==> config.mk <==
export PLATFORM = sky130hd
export DESIGN_NAME = pend_ctr_array
export DESIGN_NICKNAME = d
export VERILOG_FILES = /design/src/rtl/pend_ctr_array.sv
export SDC_FILE = /design/constraint.sdc
export NUM_CORES = 2
export LEC_CHECK = 0
export BUFFER_PORTS_ARGS = -buffer_cell sky130_fd_sc_hd__buf_2
export CAP_MARGIN = 10
export CORE_UTILIZATION = 65
export DETAILED_ROUTE_END_ITERATION = 16
export PLACE_DENSITY = 0.83
export SETUP_SLACK_MARGIN = 0.1
export SKIP_CTS_REPAIR_TIMING = 1
export SLEW_MARGIN = 20
export SYNTH_ARGS = -nofsm -noshare
export SYNTH_HDL_FRONTEND = slang
export SYNTH_SLANG_ARGS = --single-unit
==> constraint.sdc <==
create_clock -name clk -period 4.2 [get_ports clk]
set_input_delay 0.21 -clock clk [delete_from_list [all_inputs] [get_ports clk]]
set_output_delay 0.21 -clock clk [all_outputs]
set_load 0.005 [all_outputs]
==> src/rtl/pend_ctr_array.sv <==
module pend_ctr_array #(
  parameter int NUM_GRP = 64,
  parameter int CNT_W   = 4,
  localparam int IDX_W  = $clog2(NUM_GRP)
) (
  input  logic             clk,
  input  logic             rst_n,
  input  logic             start_vld,
  input  logic [IDX_W-1:0] start_idx,
  input  logic             mcmd_vld,
  input  logic [IDX_W-1:0] mcmd_idx,
  input  logic             mrsp_vld,
  input  logic [IDX_W-1:0] mrsp_idx,
  input  logic             ack_vld,
  input  logic [IDX_W-1:0] ack_idx,
  input  logic             wr_vld,
  input  logic [IDX_W-1:0] wr_idx,
  input  logic [CNT_W-1:0] wr_data,
  input  logic             clr_vld,
  input  logic [IDX_W-1:0] clr_idx,
  input  logic [IDX_W-1:0] rd_idx,
  output logic [CNT_W-1:0] rd_count,
  output logic             rd_pending,
  output logic             err_ovf,
  output logic             err_unf
);
  localparam int SUM_W = CNT_W + 2;
  localparam logic [SUM_W-1:0] MAXV = SUM_W'((1 << CNT_W) - 1);

  logic [CNT_W-1:0] cnt_q [NUM_GRP];
  logic [NUM_GRP-1:0] ovf_vec, unf_vec;

  for (genvar g = 0; g < NUM_GRP; g++) begin : g_ent
    logic hit_st, hit_mc, hit_mr, hit_ak, hit_wr, hit_cl;
    logic [1:0] up, dn;
    logic [SUM_W-1:0] sum, res;
    logic [CNT_W-1:0] nxt;
    logic ovf, unf;

    assign hit_st = start_vld && start_idx == IDX_W'(g);
    assign hit_mc = mcmd_vld  && mcmd_idx  == IDX_W'(g);
    assign hit_mr = mrsp_vld  && mrsp_idx  == IDX_W'(g);
    assign hit_ak = ack_vld   && ack_idx   == IDX_W'(g);
    assign hit_wr = wr_vld    && wr_idx    == IDX_W'(g);
    assign hit_cl = clr_vld   && clr_idx   == IDX_W'(g);

    assign up  = {1'b0, hit_st} + {1'b0, hit_mc};
    assign dn  = {1'b0, hit_mr} + {1'b0, hit_ak};
    assign sum = {2'b00, cnt_q[g]} + {{(SUM_W-2){1'b0}}, up};
    assign unf = !hit_cl && !hit_wr && (sum < {{(SUM_W-2){1'b0}}, dn});
    assign res = unf ? '0 : sum - {{(SUM_W-2){1'b0}}, dn};
    assign ovf = !hit_cl && !hit_wr && (res > MAXV);

    always_comb begin
      if (hit_cl)      nxt = '0;
      else if (hit_wr) nxt = wr_data;
      else if (ovf)    nxt = MAXV[CNT_W-1:0];
      else             nxt = res[CNT_W-1:0];
    end

    assign ovf_vec[g] = ovf;
    assign unf_vec[g] = unf;

    always_ff @(posedge clk) begin
      if (!rst_n) cnt_q[g] <= '0;
      else        cnt_q[g] <= nxt;
    end
  end

  always_ff @(posedge clk) begin
    if (!rst_n) begin
      err_ovf <= 1'b0;
      err_unf <= 1'b0;
    end else begin
      err_ovf <= err_ovf | (|ovf_vec);
      err_unf <= err_unf | (|unf_vec);
    end
  end

  assign rd_count   = cnt_q[rd_idx];
  assign rd_pending = |rd_count;
endmodule


==> insert_results.sql <==
INSERT INTO impl_metrics (metric_group, metric, value, unit) VALUES
('floorplan', 'die_span_in_x', '216', 'um'),
('place', 'dp_slack', '-90.5', 'ps'),
('clock_tree', 'max-clock-path-buffers', '3', ''),
('pwr', 'power.combinational.fraction', '45.7', '%'),
('pwr', 'clock_network_fraction_of_design_power', '23.4', '%'),
('global_routing', 'grt_max_degree', '65', ''),
('final_layout', 'layout.cell_area.non_filler', '0.0328', 'sq mm'),
('timing', 'finalClockSkew', '11.5', 'ps'),
('pwr', 'powerDensity', '434', 'mW/mm^2'),
('critical_path', 'critPathCaptureType', 'register', ''),
('timing', 'rsz_0062_raised_after_global_routing', 'no', ''),
('global_routing', 'overflow', '0', ''),
('clock_tree', 'cts_root_buf', 'clkbuf_16', ''),
('worst_hold_path', 'hp-class', 'in -> reg', ''),
('pwr', 'peakVddDrop', '0.341', 'mV'),
('global_routing', 'globalRouteTotalUtil', '50.2', '%'),
('timing', 'setup_viol', '0', ''),
('yosys', 'yosysWarnings', '0', ''),
('place', 'gp_routability_congestion', '1.15', ''),
('critical_path', 'worst_ep_required_time', '4660', 'ps'),
('critical_path', 'timing_worst_setup_path_type', 'in -> reg', ''),
('detailed_routing', 'drtAntennaViolNets', '0', ''),
('job', 'maxcap_violations', '0', ''),
('clock_tree', 'numCtsBuffers', '35', ''),
('detailed_routing', 'drc_errors', '0', ''),
('detailed_routing', 'met3_length', '18700', 'um'),
('worst_hold_path', 'hold_path_startpoint', 'wr_data[1]', ''),
('timing', 'finalCriticalPeriod', '3870', 'ps'),
('floorplan', 'ioPinCount', '61', ''),
('timing', 'hold_ws', '-23.1', 'ps'),
('clock_tree', 'cts_htree_levels', '2', ''),
('critical_path', 'crit_arrival', '4320', 'ps'),
('place', 'dp.final_hpwl', '88700', 'um'),
('yosys', 'synth_ff_type', 'dfxtp_1', ''),
('final_layout', 'drive_gt1_share', '10.2', '%'),
('run_status', 'status', 'finished with violations', ''),
('critical_path', 'critical_path_start', 'mcmd_idx[1]', ''),
('pwr', 'power.switching_fraction', '42.1', '%'),
('critical_path', 'critical_path.startpoint_type', 'input pin', ''),
('yosys', 'post_synth_num_cell_types', '82', ''),
('timing', 'clock.fmax', '259', 'MHz'),
('yosys', 'postSynth.asyncResetShare', '0', '%'),
('timing', 'relSlewSlack', '21.2', '%'),
('final_layout', 'nNetsFinal', '4443', ''),
('pwr', 'switchingPower', '5.99', 'mW'),
('timing', 'hold_viol', '1', ''),
('final_layout', 'finalCoreUtilization', '73.5', '%'),
('yosys', 'synthesized_netlist_net_count', '4326', ''),
('clock_tree', 'worst_skew_pair.late_latency', '570', 'ps'),
('place', 'placed_cell_area', '0.0315', 'sq mm'),
('yosys', 'synth-edff-count', '0', ''),
('detailed_routing', 'route.detailed.wl_per_inst', '25.5', 'um'),
('detailed_routing', 'detailroute.wirelength.met2', '47000', 'um'),
('pwr', 'cellInternalPower', '8.25', 'mW'),
('timing', 'setup_slack', '334', 'ps'),
('detailed_routing', 'via_count', '31790', ''),
('final_layout', 'most_frequent_standard_cell_in_the_layout_excluding_fill_and_tap_cells', 'nor2_1', ''),
('critical_path', 'minimum_setup_slack_among_reg_to_reg_paths', '410', 'ps'),
('final_layout', 'layout.cells.most_common_list', 'nor2_1, nand2_1, o21ai_0, inv_1, dfxtp_1', ''),
('critical_path', 'timing.critical_path.fanout_max', '7', ''),
('yosys', 'synthesis.area', '0.0297', 'sq mm'),
('detailed_routing', 'dr.pass1.iters', '7', ''),
('run_status', 'failed_checks', 'hold timing', ''),
('detailed_routing', 'routed_wirelength', '118000', 'um'),
('detailed_routing', 'routed_via_density', '6.86', ''),
('timing', 'timing_worst_slew_pin_value', '1170', 'ps'),
('floorplan', 'fp_rows', '77', ''),
('global_routing', 'antenna_found_initial', '14', ''),
('clock_tree', 'cts_tree', 'built', ''),
('pwr', 'pwr-share-seq', '30.8', '%'),
('place', 'placement.io_buffers', '60', '');
==> Yosys cell counts (98+ instances only) <==
library cell / count / area (sq um)
nor2_1: 644 / 2420
nand2_1: 434 / 1630
o21ai_0: 275 / 1380
inv_1: 263 / 987
dfxtp_1: 258 / 5160
ha_1: 256 / 3200
a21oi_1: 184 / 921
o211ai_1: 175 / 1310
nand3_1: 154 / 771
fa_1: 128 / 2560
xnor2_1: 124 / 1090
clkbuf_1: 110 / 413
xor2_1: 98 / 858
==> path summary, 6_finish.rpt <==
path,to,cells past startpoint
setup / recovery,err_unf,16
setup reg to reg,err_unf,10
hold / removal,cnt_q[10][1],3
hold reg to reg,cnt_q[32][3],3
==> worst max-delay path: stages <==
cell and delay, ps:
buf_2 160, nor2b_1 190, nand2_1 250, buf_4 180
nor2_1 50, fa_1 430, ha_1 340, inv_1 70
fa_1 440, nor4b_2 210, buf_4 190, nor4_1 290
buf_4 160, nand4_1 150, or4_1 560, o41a_1 440
==> power by group through the flow <==
stage / Clock (mW) / Combinational, mW / Sequential [mW]
global route: 3.41 / 7.09 / 4.47
finish: 3.33 / 6.51 / 4.39
detailed placement: 0 / 6.18 / 4.36
floorplan: 0 / 4.71 / 3.88
global placement: 0 / 6.08 / 4.35
CTS: 3.31 / 6.28 / 4.32
==> layer usage <==
| layer | global-route usage, % | vias up |
|---|---|---|
| met4 | 41.3 | 10 |
| met2 | 72.1 | 2399 |
| met5 | 0 | - |
| met1 | 59.4 | 14545 |
| li1 | - | 14101 |
| met3 | 19.1 | 735 |
==> sequential cells by signal (all words and copies together), names as in the netlist <==
register,count
cnt_q,256
err_ovf,1
err_unf,1
==> area by class of cell <==
class / instances / area [sq um]
inverters: 263 / 987
fillers: 3582 / 11800
flip-flops and latches: 258 / 5160
repair buffers: 217 / 1610
clock inverters: 11 / 159
diodes: 10 / 25.0
clock buffers: 51 / 1080
multi-input cells: 3230 / 23000
well taps: 592 / 741
==> metrics by stage <==
step	TNS, ps	instances
after floorplan	0	3888
after global placement	0	4559
after detailed placement	-90.5	4560
after CTS	0	4622
after global routing	0	4626
final	0	4632
==> kinds of logic after synthesis <==
| kind of cell | share of synthesized area [%] |
|---|---|
| and+or+nand+nor | 26.7 |
| AOI/OAI and AO/OA | 18.1 |
| buffers and inverters | 5.26 |
| adders and majority gates | 19.4 |
| DFF | 17.4 |
| xor gates and xnor gates | 6.55 |
| muxes | 6.67 |
Note: power is estimated with default switching activity, not from simulation.
